### src/rtl/cbt_seq_pkg.sv
// Shared types and elaboration-time band geometry for the band sequencer.
// Assumes all window lengths fit the sample RAM depth.
package cbt_seq_pkg;

    typedef enum logic [2:0] {
        ST_IDLE,
        ST_RUN,
        ST_WAIT,
        ST_WR_RE,
        ST_WR_IM
    } seq_state_t;

    // Window length of band k: constant group first, then geometric shrink.
    function automatic int win_length(input int k, input int cw_bands,
                                      input int cw_len, input int cq_first,
                                      input int r_num, input int r_den);
        int len;
        if (k < cw_bands) begin
            len = cw_len;
        end else begin
            len = cq_first;
            for (int i = cw_bands; i < k; i++) begin
                len = (len * r_num) / r_den;
            end
        end
        return len;
    endfunction

    // Coefficient base of band k: butterflies used by all earlier bands.
    function automatic int coef_base_of(input int k, input int cw_bands,
                                        input int cw_len, input int cq_first,
                                        input int r_num, input int r_den);
        int acc;
        acc = 0;
        for (int j = 0; j < k; j++) begin
            acc = acc + win_length(j, cw_bands, cw_len, cq_first, r_num, r_den) / 2 + 1;
        end
        return acc;
    endfunction

endpackage

### src/rtl/cbt_band_table.sv
// Per-band parameter table: window length, butterfly count, coefficient base.
// Contents are computed at elaboration; the lookup is purely combinational.
module cbt_band_table #(
    parameter int NUM_BANDS    = 21,
    parameter int CW_BANDS     = 5,
    parameter int CW_LEN       = 160,
    parameter int CQ_FIRST_LEN = 158,
    parameter int RATIO_NUM    = 15,
    parameter int RATIO_DEN    = 16,
    parameter int LEN_W        = 8,
    parameter int BF_W         = 7,
    parameter int COEF_AW      = 11,
    parameter int BAND_W       = 5
) (
    input  logic [BAND_W-1:0]  band_idx,
    output logic [LEN_W-1:0]   win_len,
    output logic [BF_W-1:0]    bf_count,
    output logic [COEF_AW-1:0] coef_base
);
    logic [LEN_W-1:0]   len_tab [NUM_BANDS];
    logic [BF_W-1:0]    bf_tab  [NUM_BANDS];
    logic [COEF_AW-1:0] off_tab [NUM_BANDS];

    // One table entry per band, from the package geometry functions.
    for (genvar g = 0; g < NUM_BANDS; g++) begin : g_band
        localparam int LEN = cbt_seq_pkg::win_length(g, CW_BANDS, CW_LEN,
                                 CQ_FIRST_LEN, RATIO_NUM, RATIO_DEN);
        localparam int OFF = cbt_seq_pkg::coef_base_of(g, CW_BANDS, CW_LEN,
                                 CQ_FIRST_LEN, RATIO_NUM, RATIO_DEN);
        assign len_tab[g] = LEN_W'(LEN);
        assign bf_tab[g]  = BF_W'(LEN / 2 + 1);
        assign off_tab[g] = COEF_AW'(OFF);
    end

    // Select the entry of the current band.
    always_comb begin
        win_len   = len_tab[band_idx];
        bf_count  = bf_tab[band_idx];
        coef_base = off_tab[band_idx];
    end
endmodule

### src/rtl/cbt_addr_gen.sv
// Butterfly address generator: converts a butterfly index within a band into
// forward/mirrored sample indices, pairing flag and coefficient address.
// Assumes bf_idx < bf_count = floor(win_len/2)+1.
module cbt_addr_gen #(
    parameter int LEN_W   = 8,
    parameter int BF_W    = 7,
    parameter int SMP_AW  = 8,
    parameter int COEF_AW = 11
) (
    input  logic [LEN_W-1:0]   win_len,
    input  logic [BF_W-1:0]    bf_count,
    input  logic [BF_W-1:0]    bf_idx,
    input  logic [COEF_AW-1:0] coef_base,
    output logic [SMP_AW-1:0]  fwd_addr,
    output logic [SMP_AW-1:0]  mir_addr,
    output logic               pair,
    output logic               first,
    output logic               last,
    output logic [COEF_AW-1:0] coef_addr
);
    logic even_len;

    // Decode position within the band and the parity-dependent pairing.
    always_comb begin
        even_len  = ~win_len[0];
        first     = (bf_idx == '0);
        last      = (bf_idx == bf_count - 1'b1);
        pair      = !first && !(last && even_len);
        fwd_addr  = SMP_AW'(bf_idx);
        mir_addr  = pair ? SMP_AW'(win_len - LEN_W'(bf_idx)) : '0;
        coef_addr = coef_base + COEF_AW'(bf_idx);
    end
endmodule

### src/rtl/cbt_wrap_counter.sv
// Sequential I/O address counter: clears, steps and wraps at LIMIT-1.
module cbt_wrap_counter #(
    parameter int LIMIT = 160,
    parameter int W     = 8
) (
    input  logic         clk,
    input  logic         rst_n,
    input  logic         clear,
    input  logic         step,
    output logic [W-1:0] value
);
    // Clear takes priority over stepping; wrap back to zero at the limit.
    always_ff @(posedge clk) begin
        if (!rst_n || clear) begin
            value <= '0;
        end else if (step) begin
            value <= (value == W'(LIMIT - 1)) ? '0 : value + 1'b1;
        end
    end
endmodule

### src/rtl/cbt_band_sequencer.sv
// Critical-band analysis sequencer (top). Walks every band over the stored
// frame, issues one butterfly per cycle, waits for the datapath to finish,
// writes two result words per band. When idle, serves sequential I/O
// addresses. Assumes dp_done arrives only after the band's last butterfly.
module cbt_band_sequencer #(
    parameter int NUM_BANDS    = 21,
    parameter int FRAME_LEN    = 160,
    parameter int COEF_DEPTH   = 1766,
    parameter int CW_BANDS     = 5,
    parameter int CW_LEN       = 160,
    parameter int CQ_FIRST_LEN = 158,
    parameter int RATIO_NUM    = 15,
    parameter int RATIO_DEN    = 16,
    localparam int SMP_AW  = $clog2(FRAME_LEN),
    localparam int COEF_AW = $clog2(COEF_DEPTH),
    localparam int RES_AW  = $clog2(2 * NUM_BANDS)
) (
    input  logic               clk,
    input  logic               rst_n,
    input  logic               start,
    input  logic               dp_done,
    input  logic               io_smp_wr,
    input  logic               io_res_rd,
    output logic               busy,
    output logic               done,
    output logic               smp_rd_en,
    output logic [SMP_AW-1:0]  smp_addr_a,
    output logic [SMP_AW-1:0]  smp_addr_b,
    output logic               smp_pair,
    output logic               dp_first,
    output logic               dp_last,
    output logic               coef_en,
    output logic [COEF_AW-1:0] coef_addr,
    output logic               res_wr_en,
    output logic [RES_AW-1:0]  res_wr_addr,
    output logic               res_wr_imag,
    output logic               smp_wr_en,
    output logic [SMP_AW-1:0]  smp_wr_addr,
    output logic               res_rd_en,
    output logic [RES_AW-1:0]  res_rd_addr
);
    import cbt_seq_pkg::*;

    localparam int LEN_W  = $clog2(FRAME_LEN + 1);
    localparam int BF_W   = $clog2(FRAME_LEN / 2 + 2);
    localparam int BAND_W = $clog2(NUM_BANDS);

    seq_state_t          state_q;
    logic [BAND_W-1:0]   band_q;
    logic [BF_W-1:0]     bf_q;
    logic                done_q;
    logic [LEN_W-1:0]    win_len;
    logic [BF_W-1:0]     bf_count;
    logic [COEF_AW-1:0]  coef_base;
    logic [SMP_AW-1:0]   ag_fwd, ag_mir;
    logic                ag_pair, ag_first, ag_last;
    logic [COEF_AW-1:0]  ag_coef;
    logic                running, accept_start;

    cbt_band_table #(
        .NUM_BANDS(NUM_BANDS), .CW_BANDS(CW_BANDS), .CW_LEN(CW_LEN),
        .CQ_FIRST_LEN(CQ_FIRST_LEN), .RATIO_NUM(RATIO_NUM), .RATIO_DEN(RATIO_DEN),
        .LEN_W(LEN_W), .BF_W(BF_W), .COEF_AW(COEF_AW), .BAND_W(BAND_W)
    ) u_table (
        .band_idx(band_q), .win_len(win_len), .bf_count(bf_count), .coef_base(coef_base)
    );

    cbt_addr_gen #(
        .LEN_W(LEN_W), .BF_W(BF_W), .SMP_AW(SMP_AW), .COEF_AW(COEF_AW)
    ) u_agen (
        .win_len(win_len), .bf_count(bf_count), .bf_idx(bf_q), .coef_base(coef_base),
        .fwd_addr(ag_fwd), .mir_addr(ag_mir), .pair(ag_pair),
        .first(ag_first), .last(ag_last), .coef_addr(ag_coef)
    );

    // Band/butterfly walk: issue, wait for datapath, write back, advance.
    always_ff @(posedge clk) begin
        if (!rst_n) begin
            state_q <= ST_IDLE;
            band_q  <= '0;
            bf_q    <= '0;
            done_q  <= 1'b0;
        end else begin
            done_q <= 1'b0;
            unique case (state_q)
                ST_IDLE: if (start) begin
                    state_q <= ST_RUN;
                    band_q  <= '0;
                    bf_q    <= '0;
                end
                ST_RUN: begin
                    if (ag_last) state_q <= ST_WAIT;
                    else         bf_q    <= bf_q + 1'b1;
                end
                ST_WAIT: if (dp_done) state_q <= ST_WR_RE;
                ST_WR_RE: state_q <= ST_WR_IM;
                ST_WR_IM: begin
                    bf_q <= '0;
                    if (band_q == BAND_W'(NUM_BANDS - 1)) begin
                        state_q <= ST_IDLE;
                        done_q  <= 1'b1;
                    end else begin
                        band_q  <= band_q + 1'b1;
                        state_q <= ST_RUN;
                    end
                end
                default: state_q <= ST_IDLE;
            endcase
        end
    end

    // Compute-mode outputs, gated to zero outside the butterfly phase.
    always_comb begin
        running      = (state_q == ST_RUN);
        busy         = (state_q != ST_IDLE);
        done         = done_q;
        smp_rd_en    = running;
        coef_en      = running;
        dp_first     = running && ag_first;
        dp_last      = running && ag_last;
        smp_pair     = running && ag_pair;
        smp_addr_a   = running ? ag_fwd  : '0;
        smp_addr_b   = running ? ag_mir  : '0;
        coef_addr    = running ? ag_coef : '0;
        res_wr_en    = (state_q == ST_WR_RE) || (state_q == ST_WR_IM);
        res_wr_imag  = (state_q == ST_WR_IM);
        res_wr_addr  = RES_AW'({band_q, res_wr_imag});
        accept_start = start && !busy;
        smp_wr_en    = io_smp_wr && !busy;
        res_rd_en    = io_res_rd && !busy;
    end

    cbt_wrap_counter #(.LIMIT(FRAME_LEN), .W(SMP_AW)) u_smp_io (
        .clk(clk), .rst_n(rst_n), .clear(accept_start), .step(smp_wr_en), .value(smp_wr_addr)
    );

    cbt_wrap_counter #(.LIMIT(2 * NUM_BANDS), .W(RES_AW)) u_res_io (
        .clk(clk), .rst_n(rst_n), .clear(accept_start), .step(res_rd_en), .value(res_rd_addr)
    );

    // a band opens with a lone x[0] read.
    a_r3_first_unpaired: assert property (@(posedge clk) disable iff (!rst_n)
        dp_first |-> (!smp_pair && smp_addr_a == '0));

    // forward index advances by one between butterflies of a band.
    a_r4_forward_step: assert property (@(posedge clk) disable iff (!rst_n)
        (smp_rd_en && !dp_last) |=> (smp_rd_en && smp_addr_a == $past(smp_addr_a) + 1'b1));

    // mirrored index always lies above the forward one.
    a_r4_mirror_above: assert property (@(posedge clk) disable iff (!rst_n)
        smp_pair |-> (smp_addr_b > smp_addr_a));

    // coefficient address steps once per butterfly.
    a_r6_coef_step: assert property (@(posedge clk) disable iff (!rst_n)
        (smp_rd_en && !dp_last) |=> (coef_addr == $past(coef_addr) + 1'b1));

    // real write is always followed by the imaginary write.
    a_r7_write_pair: assert property (@(posedge clk) disable iff (!rst_n)
        (res_wr_en && !res_wr_imag) |=> (res_wr_en && res_wr_imag));

    // completion pulse only with the block idle.
    a_r8_done_idle: assert property (@(posedge clk) disable iff (!rst_n)
        done |-> !busy);

    // no I/O access during compute.
    a_r10_io_quiet: assert property (@(posedge clk) disable iff (!rst_n)
        busy |-> (!smp_wr_en && !res_rd_en));
endmodule

### config.mk
export PLATFORM = sky130hd
export DESIGN_NAME = cbt_band_sequencer
export DESIGN_NICKNAME = d
export VERILOG_FILES = /design/src/rtl/cbt_seq_pkg.sv /design/src/rtl/cbt_band_table.sv /design/src/rtl/cbt_addr_gen.sv /design/src/rtl/cbt_wrap_counter.sv /design/src/rtl/cbt_band_sequencer.sv
export SDC_FILE = /design/constraint.sdc
export NUM_CORES = 1
export LEC_CHECK = 0
export ABC_AREA = 1
export CORE_ASPECT_RATIO = 0.9
export CORE_MARGIN = 2
export CORE_UTILIZATION = 57
export CTS_CLUSTER_SIZE = 40
export DETAILED_ROUTE_END_ITERATION = 8
export PLACE_DENSITY = 0.87
export SLEW_MARGIN = 20
export SYNTH_ARGS = -nofsm -noshare
export SYNTH_HDL_FRONTEND = slang
export SYNTH_SLANG_ARGS = --single-unit
### constraint.sdc
create_clock -name clk -period 8.9 [get_ports clk]
set_input_delay 2.225 -clock clk [delete_from_list [all_inputs] [get_ports clk]]
set_output_delay 2.225 -clock clk [all_outputs]
set_load 0.005 [all_outputs]
==> out/results.txt, run 1 <==
total number of vias: 3528
Initial DRC Count: 265
worst hold start: u_smp_io.value[0]
Mapped Cells: 512
power consumption: 438 uW
GRT Total Usage: 0.277
synth unique cells: 47
clock network power share: 0.257
port bufs: 62
commonest non-fill, non-tap cell in the layout: nand2_1
Detailed Route WL: 8890 um
outcome: finished, final reports clean
pin count of the biggest net entering global routing: 23
Layout area overhead: 21.2%
ANT cells: 0
setup repair after global routing missed its margin: false
cell taking the most area after synthesis: dfxtp_1
worst reg2reg setup slack: 5.65 ns
CP Launch Type: flop
Worst-Margin Slew: 0.944 ns
dpl cell area: 3860 um2
Fmax: 158 MHz
CP max stage cell: dfxtp_1
Rel. slew slack: 0.363
Wirelength per Cell: 13.9 um
vias in the first global route: 3198
htree depth: 2
Finished Cell Area: 3950 um2
Clock transition at path regs: 0.07 ns
CTS tree: built
Post-synth EDFFs: 0
hold path cells: 2
Sink Count: 30
hold_buf cts: 0
vias per cell: 5.53
layout cells sized above 1: 0.0651
CP max FO: 11
Buf+Inv Stages, Crit Path: 2
Sw Pwr: 165 uW
Final Cycle Share: 0.710
Switching Fraction: 0.377
Die Width: 83.7 um
I/O pins: 64
final hold viol count: 0
Post-Syn Area: 3260 um2
row count: 26
power density cells: 111 nW/um2
Avg Cell Area, Syn: 6.36 um2
Die ar.: 6340 um2
Slew Viols, Final: 0
setup bufs post-CTS: 0
Register-to-Register Path Depth: 15
asr flop ratio synth: 0
Worst VDD drop: 0.137 mV
Tmin final: 6.32 ns
Seq/Total Area, Yosys: 0.184
reg-to-reg startpoint: band_q[0]
ordered cell list for the critical path: clkinv_1, ha_1, nand3_1, a21boi_0, ha_1, fa_1, nand2_1, nor4_1, nor2_1, nor2_1, o21ai_0, nor2_1, nand2_1, a21oi_1, clkdlybuf4s50_1
Routability Congestion: 0.901
Post-Syn Nets: 551
clock tree buffer depth: 2
logic gate share of total power: 0.390
Layout Nets: 606
Hold EP: u_smp_io.value[0]
clk_lat worst skew: 0.27 ns
Worst Path Required: 6.68 ns
WP data arrival: 4.09 ns
Initial Util: 0.582
first drt pass iteration count: 5
GRT overflow: 0
FF+latch count, synth: 30
Post-CTS Resized: 0
worst hold slack: 0.510 ns
commonest cells after routing, fill and taps aside: nand2_1 (101), inv_1 (77), clkdlybuf4s50_1 (62), nor2_1 (60), a21oi_1 (35)
post-synth top area share: 0.184
Die Y: 75.7 um
CP delay by family, top: adder cells
CP max stage delay: 0.54 ns
clk_skew: 0.00271 ns
type of the worst setup path: flop to output pin
setup TNS: 0 ns
first-pass GRT wire length: 14300 um
Root Driver: clkbuf_8
core region area: 5600 um2
Reg2Reg Capture Point: state_q[0]
part of the power in registers: 0.353
final setup fails: 0
CTS buffer count: 5
synth top area cells: dfxtp_1 (18%), ha_1 (12%), nand2_1 (12%), inv_1 (8.9%), nor2_1 (6.9%)
final design utilization: 0.706
primary flip-flop cell chosen by synthesis mapping: dfxtp_1
initial antenna violation count: 0
dpl hpwl: 6930 um
cell mode on critical path: nor2_1
Pint: 273 uW
yosys warns: 0
final antenna-violating net count: 0
max cap viols: 0
worst hold-check path type: flop to flop
LEAKAGE: 0.00169 uW
Worst Setup End Kind: output pin
DRC Markers: 0
-- power groups by stage --
stage	combinational [uW]	clock, uW	sequential, uW
2_1_floorplan	118	0	152
5_1_grt	192	121	156
3_5_place_dp	168	0	157
6_report	171	113	155
3_3_place_gp	164	0	157
4_1_cts	169	114	154
-- worst register-to-register path, stage by stage (launching register included) --
cell and delay [ns]:
dfxtp_1 0.54, clkinv_1 0.39, ha_1 0.34, o21ai_0 0.29, o211ai_1 0.18, ha_1 0.32
xor2_1 0.15, nand3_1 0.11, nor2_1 0.12, nand2_1 0.09, nor2_4 0.17, nand2_1 0.10
nand2_1 0.13, nand2_1 0.07, o21ai_1 0.12, inv_1 0.05
-- cells by family after synthesis --
family	count (synthesis)	synth area share
other	1	0.00115
xor gates and xnor gates	8	0.0215
AOI/OAI and AO/OA	90	0.159
DFF	30	0.184
buffers and inverters	98	0.134
adders and majority gates	33	0.131
and+or+nand+nor	252	0.369
-- how the worst max path moves through the flow --
stage | from | endpoint | cells after the start
after detailed placement | band_q[0] | smp_addr_b[6] | 16
after global placement | band_q[0] | smp_addr_b[6] | 16
final | band_q[0] | coef_addr[10] | 15
after floorplan | band_q[0] | smp_addr_b[6] | 15
after global routing | band_q[0] | smp_addr_b[7] | 16
after CTS | band_q[0] | smp_addr_b[6] | 16
-- through the flow --
step / worst slack [ns] / instances
6_report: 2.58 / 638
2_1_floorplan: 3.79 / 512
4_1_cts: 2.63 / 638
3_5_place_dp: 2.94 / 630
3_3_place_gp: 3.07 / 630
5_1_grt: 2.24 / 638
-- layout make-up --
| type | count | area (um2) |
|---|---|---|
| timing repair buffer | 63 | 628 |
| clock buffer | 7 | 86.3 |
| clock inverter | 1 | 5.00 |
| fill | 490 | 1650 |
| sequential | 30 | 601 |
| tap | 70 | 87.6 |
| multi-input combinational | 384 | 2220 |
| inverter | 83 | 322 |
-- per-layer routing --
layer  global-route usage  up-vias  part of all wire
met5                    0        -                 0
met2                0.490      150              0.47
met3               0.0585       24             0.068
li1                     -     1784                 -
met4                0.113        0             0.025
met1                0.335     1570              0.44
-- sequential cells by signal, summed over array words and instances, names as in the netlist --
name            flops
band_q              5
state_q             3
done                1
u_res_io.value      6
bf_q                7
u_smp_io.value      8
-- synthesized netlist by cell type (all sizes together) (3+ instances only) --
cell    instances
nand2         110
inv            82
nor2           67
a21oi          38
nand3          33
ha             31
dfxtp          30
o21ai          28
nor3           19
buf            11
nand4          10
nor3b           7
xor2            7
a211oi          5
a31oi           4
clkbuf          4
nor4            4
o211ai          3
No activity file was read; power rests on OpenSTA's default activity.
==> run 2, diff against run 1 <==
--- a/config.mk
+++ b/config.mk
@@ -8,10 +8,10 @@
 export ABC_AREA = 1
 export CORE_ASPECT_RATIO = 0.9
 export CORE_MARGIN = 2
-export CORE_UTILIZATION = 57
+export CORE_UTILIZATION = 48
 export CTS_CLUSTER_SIZE = 40
 export DETAILED_ROUTE_END_ITERATION = 8
-export PLACE_DENSITY = 0.87
+export PLACE_DENSITY = 0.78
 export SLEW_MARGIN = 20
 export SYNTH_ARGS = -nofsm -noshare
 export SYNTH_HDL_FRONTEND = slang
==> constraint.sdc (replaced) <==
create_clock -name clk -period 5.5 [get_ports clk]
set_input_delay 1.375 -clock clk [delete_from_list [all_inputs] [get_ports clk]]
set_output_delay 1.375 -clock clk [all_outputs]
set_load 0.005 [all_outputs]
==> run 2 against run 1 <==
- clock power rose by 53%
- setup slack got worse by 2.2 ns
- register-to-register slack worse by 3.1 ns
- highest routed layer unchanged
- routed wire length up 1.2%
==> out/results.txt, run 2 (synthesis results as in run 1) <==
outcome: finished, final reports clean
worst reg2reg setup slack: 2.56 ns
initial antenna violation count: 0
Initial Util: 0.495
CP Launch Type: flop
final setup fails: 0
WP data arrival: 3.78 ns
pin count of the biggest net entering global routing: 23
cell mode on critical path: nand2_1
part of the power in registers: 0.348
Die Width: 90.8 um
Root Driver: clkbuf_8
dpl cell area: 3910 um2
ordered cell list for the critical path: clkinv_2, ha_2, nand2_1, a211oi_1, ha_1, a21oi_1, o21ai_0, nand2_1, nand2_1, a21oi_1, nor2_1, o21ai_0, nand2_1, xor2_1, nor2_1, clkdlybuf4s50_1
vias per cell: 5.29
DRC Markers: 0
pre-CTS setup slack: 0.295 ns
Routability Congestion: 0.990
vias in the first global route: 3234
row count: 28
Buf+Inv Stages, Crit Path: 2
power density cells: 177 nW/um2
Layout Nets: 609
setup TNS: 0 ns
Wirelength per Cell: 13.7 um
crit path to: smp_addr_b[7]
CP max stage delay: 0.50 ns
setup repair after global routing missed its margin: false
Setup WS post-layout: 0.341 ns
Rel. slew slack: 0.343
commonest non-fill, non-tap cell in the layout: nand2_1
Die ar.: 7460 um2
Initial DRC Count: 249
Pint: 440 uW
Switching Fraction: 0.376
ANT cells: 0
Finished Cell Area: 3990 um2
clock tree buffer depth: 2
Final Cycle Share: 0.938
clk_lat worst skew: 0.28 ns
biggest regs: u_smp_io.value: 8 flops, bf_q: 7 flops, u_res_io.value: 6 flops
CP Launch Point: band_q[0]
Largest register FFs: 8
commonest cells after routing, fill and taps aside: nand2_1 (101), inv_1 (77), clkdlybuf4s50_1 (62), nor2_1 (60), a21oi_1 (35)
Register-to-Register Path Depth: 17
dpl hpwl: 7220 um
Tmin final: 5.16 ns
Sw Pwr: 266 uW
CP max FO: 11
I/O pins: 64
Worst Setup End Kind: output pin
Reg2Reg Capture Point: state_q[0]
type of the worst setup path: flop to output pin
critical path depth: 16
Sink Count: 30
reg-to-reg startpoint: band_q[0]
first drt pass iteration count: 4
total number of vias: 3487
final hold viol count: 0
logic gate share of total power: 0.406
first-pass GRT wire length: 14800 um
CP max stage cell: clkdlybuf4s50_1
htree depth: 2
layout cells sized above 1: 0.0738
Clock transition at path regs: 0.06 ns
Slew Viols, Final: 0
Detailed Route WL: 9000 um
final antenna-violating net count: 0
Die Y: 82.2 um
LEAKAGE: 0.00170 uW
port bufs: 62
GRT Total Usage: 0.245
core region area: 6590 um2
Biggest register: u_smp_io.value
Worst Path Required: 4.12 ns
CTS buffer count: 5
final design utilization: 0.606
Worst VDD drop: 0.207 mV
clk_skew: 0.00382 ns
CTS tree: built
GRT overflow: 0
Worst-Margin Slew: 0.973 ns
clock network power share: 0.246
Layout area overhead: 22.6%
worst hold-check path type: flop to flop
setup bufs post-CTS: 0
Fmax: 194 MHz
CP delay by family, top: compound AO/OA/AOI/OAI gates
max cap viols: 0
## run 2: metal layers
| metal | GRT usage | wire length, um |
|---|---|---|
| met2 | 0.448 | 4240 |
| met3 | 0.0481 | 644 |
| met5 | 0 | 0 |
| met1 | 0.299 | 3970 |
| met4 | 0.0682 | 141 |
## run 2: worst min path at each step
stage / startpoint / endpoint / cells past startpoint
2_1_floorplan: u_smp_io.value[1] / u_smp_io.value[1] / 2
3_3_place_gp: u_smp_io.value[1] / u_smp_io.value[1] / 2
3_5_place_dp: u_smp_io.value[0] / u_smp_io.value[0] / 2
4_1_cts: u_smp_io.value[0] / u_smp_io.value[0] / 2
5_1_grt: u_smp_io.value[0] / u_smp_io.value[0] / 2
6_report: u_smp_io.value[2] / u_smp_io.value[2] / 2
## run 2: power by group through the flow
stage | Clock (uW) | Sequential [uW] | Combinational (uW)
final | 173 | 246 | 287
after CTS | 179 | 246 | 285
after detailed placement | 0 | 250 | 284
after global routing | 188 | 248 | 322
after global placement | 0 | 250 | 281
after floorplan | 0 | 246 | 190
## run 2: repair_timing
| item | 4_1_cts | 5_1_grt |
|---|---|---|
| resized for setup | 1 | 2 |
| setup endpoints to repair | 1 | 6 |
| hold buffers | 0 | 0 |
## run 2: area by class of cell
| cell class | instances | area [um2] |
|---|---|---|
| Tap cell | 90 | 113 |
| Sequential cell | 30 | 602 |
| Clock buffer | 6 | 82.6 |
| Timing Repair Buffer | 66 | 651 |
| Multi-Input combinational cell | 384 | 2220 |
| Inverter | 83 | 323 |
| Fill cell | 670 | 2590 |
## run 2: through the flow
step           hold WS [ns]  power, uW  cells
2_1_floorplan         0.477        436    512
3_3_place_gp          0.492        531    653
3_5_place_dp          0.500        535    653
4_1_cts               0.509        710    659
5_1_grt               0.529        758    659
6_report              0.511        706    659
## run 2: tightest hold or removal path, delay by kind of cell (launching register included)
kind                   cells  cell delay (ns)
AOI/OAI and AO/OA          1             0.06
DFF                        1             0.33
buffers and inverters      1             0.07
==> run 3, diff against run 2 <==
--- a/config.mk
+++ b/config.mk
@@ -8,10 +8,11 @@
 export ABC_AREA = 1
 export CORE_ASPECT_RATIO = 0.9
 export CORE_MARGIN = 2
-export CORE_UTILIZATION = 48
+export CORE_UTILIZATION = 49
+export CTS_BUF_LIST = sky130_fd_sc_hd__clkbuf_4 sky130_fd_sc_hd__clkbuf_8
 export CTS_CLUSTER_SIZE = 40
 export DETAILED_ROUTE_END_ITERATION = 8
-export PLACE_DENSITY = 0.78
+export PLACE_DENSITY = 0.79
 export SLEW_MARGIN = 20
 export SYNTH_ARGS = -nofsm -noshare
 export SYNTH_HDL_FRONTEND = slang
==> run 3 against run 2 <==
- utilization increased by 0.79 points
- sequential share of layout area about the same
- critical path depth decreased by 1
- design area increased by 0.22%
- global-route usage increased by 0.27 points
- routed wire length about the same
- largest power group unchanged
- largest cell class unchanged
- combinational power about the same
- power increased by 0.17%
==> out/results.txt, run 3 (synthesis results as in run 1) <==
Tmin final: 5.05 ns
Register-to-Register Path Depth: 17
worst hold slack: 0.507 ns
final setup fails: 0
Worst VDD drop: 0.148 mV
Met2 Wirelength: 4240 um
worst hold start: u_smp_io.value[0]
Pint: 440 uW
Die ar.: 7320 um2
metal1 wirelength: 3900 um
pin count of the biggest net entering global routing: 23
layout cells sized above 1: 0.0772
Finished Cell Area: 4000 um2
commonest cells after routing, fill and taps aside: nand2_1 (101), inv_1 (77), clkdlybuf4s50_1 (62), nor2_1 (60), a21oi_1 (35)
Layout Nets: 609
Slew Viols, Final: 0
htree depth: 2
reg-to-reg startpoint: band_q[0]
Fmax: 198 MHz
Layout area overhead: 22.8%
Worst Setup End Kind: output pin
vias per cell: 5.32
worst reg2reg setup slack: 2.62 ns
Worst Path Required: 4.12 ns
clk_skew: 0.00749 ns
first drt pass iteration count: 5
I/O pins: 64
Die Width: 90.0 um
row count: 28
Clock transition at path regs: 0.06 ns
setup bufs post-CTS: 0
Switching Fraction: 0.378
dpl hpwl: 7200 um
GRT Total Usage: 0.248
worst hold-check path type: flop to flop
Hold EP: u_smp_io.value[0]
total number of vias: 3513
Die Y: 81.4 um
power density cells: 177 nW/um2
CP Launch Type: flop
core region area: 6520 um2
hold path cells: 2
ANT cells: 0
WP data arrival: 3.68 ns
vias in the first global route: 3287
clk_lat worst skew: 0.28 ns
port bufs: 62
DRC Markers: 0
type of the worst setup path: flop to output pin
Sw Pwr: 267 uW
Reg2Reg Capture Point: state_q[0]
Top Layer Used: met4
Final Cycle Share: 0.918
Largest register FFs: 8
max cap viols: 0
clock tree buffer depth: 2
CTS tree: built
final hold viol count: 0
Initial Util: 0.500
GRT overflow: 0
part of the power in registers: 0.349
commonest non-fill, non-tap cell in the layout: nand2_1
dpl cell area: 3910 um2
LEAKAGE: 0.00170 uW
Sink Count: 30
Root Driver: clkbuf_8
Detailed Route WL: 8990 um
clock network power share: 0.249
first-pass GRT wire length: 14800 um
CTS buffer count: 5
Worst-Margin Slew: 0.960 ns
Routability Congestion: 0.954
CP max FO: 11
setup TNS: 0 ns
logic gate share of total power: 0.402
met3 wire len: 610 um
Biggest register: u_smp_io.value
Initial DRC Count: 278
outcome: finished, final reports clean
initial antenna violation count: 0
biggest regs: u_smp_io.value: 8 flops, bf_q: 7 flops, u_res_io.value: 6 flops
Wirelength per Cell: 13.6 um
final antenna-violating net count: 0
Rel. slew slack: 0.351
==> run 3: timing repair <==
action | CTS | global route
resized for setup | 0 | 4
endpoints found under the setup margin | 0 | 1
hold buffers | 0 | 0
==> run 3: area by class of cell <==
| cell class | count | area, um2 |
|---|---|---|
| Clock buffer | 7 | 83.8 |
| Multi-Input combinational cell | 384 | 2230 |
| Timing Repair Buffer | 66 | 651 |
| Tap cell | 90 | 113 |
| Inverter | 83 | 325 |
| Sequential cell | 30 | 602 |
| Fill cell | 626 | 2510 |
==> run 3: power by group through the flow <==
stage | Sequential (uW) | Combinational, uW | Clock [uW]
after floorplan | 246 | 190 | 0
after global placement | 251 | 278 | 0
after detailed placement | 251 | 281 | 0
after CTS | 246 | 282 | 180
after global routing | 249 | 318 | 190
final | 247 | 284 | 176
==> run 3: per-layer routing <==
metal	vias to the layer above	track usage
met1	1565	0.304
li1	1791	-
met5	-	0
met2	131	0.439
met3	26	0.0473
met4	0	0.0923
==> run 3: worst max-delay path by stage <==
stage | from | endpoint | slack [ns] | cells past startpoint
floorplan | band_q[0] | smp_addr_b[6] | 1.24 | 15
global placement | band_q[1] | smp_addr_b[7] | 0.64 | 16
CTS | band_q[1] | smp_addr_b[7] | 0.26 | 16
global route | band_q[0] | smp_addr_b[7] | -0.0004 | 16
finish | band_q[0] | coef_addr[10] | 0.45 | 15
detailed placement | band_q[1] | smp_addr_b[7] | 0.58 | 16
==> run 3: worst max-delay path, cell delays in order (launching register included) <==
cell,delay (ns)
dfxtp_1,0.37
clkinvlp_4,0.22
ha_1,0.27
o21ai_0,0.29
a21boi_0,0.28
ha_1,0.23
fa_1,0.20
nand2_1,0.08
nor4_1,0.26
nor2_1,0.08
nor2_1,0.12
o21ai_0,0.16
nor2_1,0.13
nand2_1,0.06
a21oi_1,0.12
clkdlybuf4s50_1,0.52
==> run 3: metrics by stage <==
| step | utilization | setup slack (ns) | cells | total power, uW |
|---|---|---|---|---|
| 2_1_floorplan | - | 1.24 | 512 | 436 |
| 3_3_place_gp | 0.599 | 0.644 | 653 | 528 |
| 3_5_place_dp | 0.599 | 0.580 | 653 | 532 |
| 4_1_cts | 0.612 | 0.264 | 660 | 709 |
| 5_1_grt | 0.614 | -0.000413 | 660 | 758 |
| 6_report | 0.614 | 0.450 | 660 | 707 |
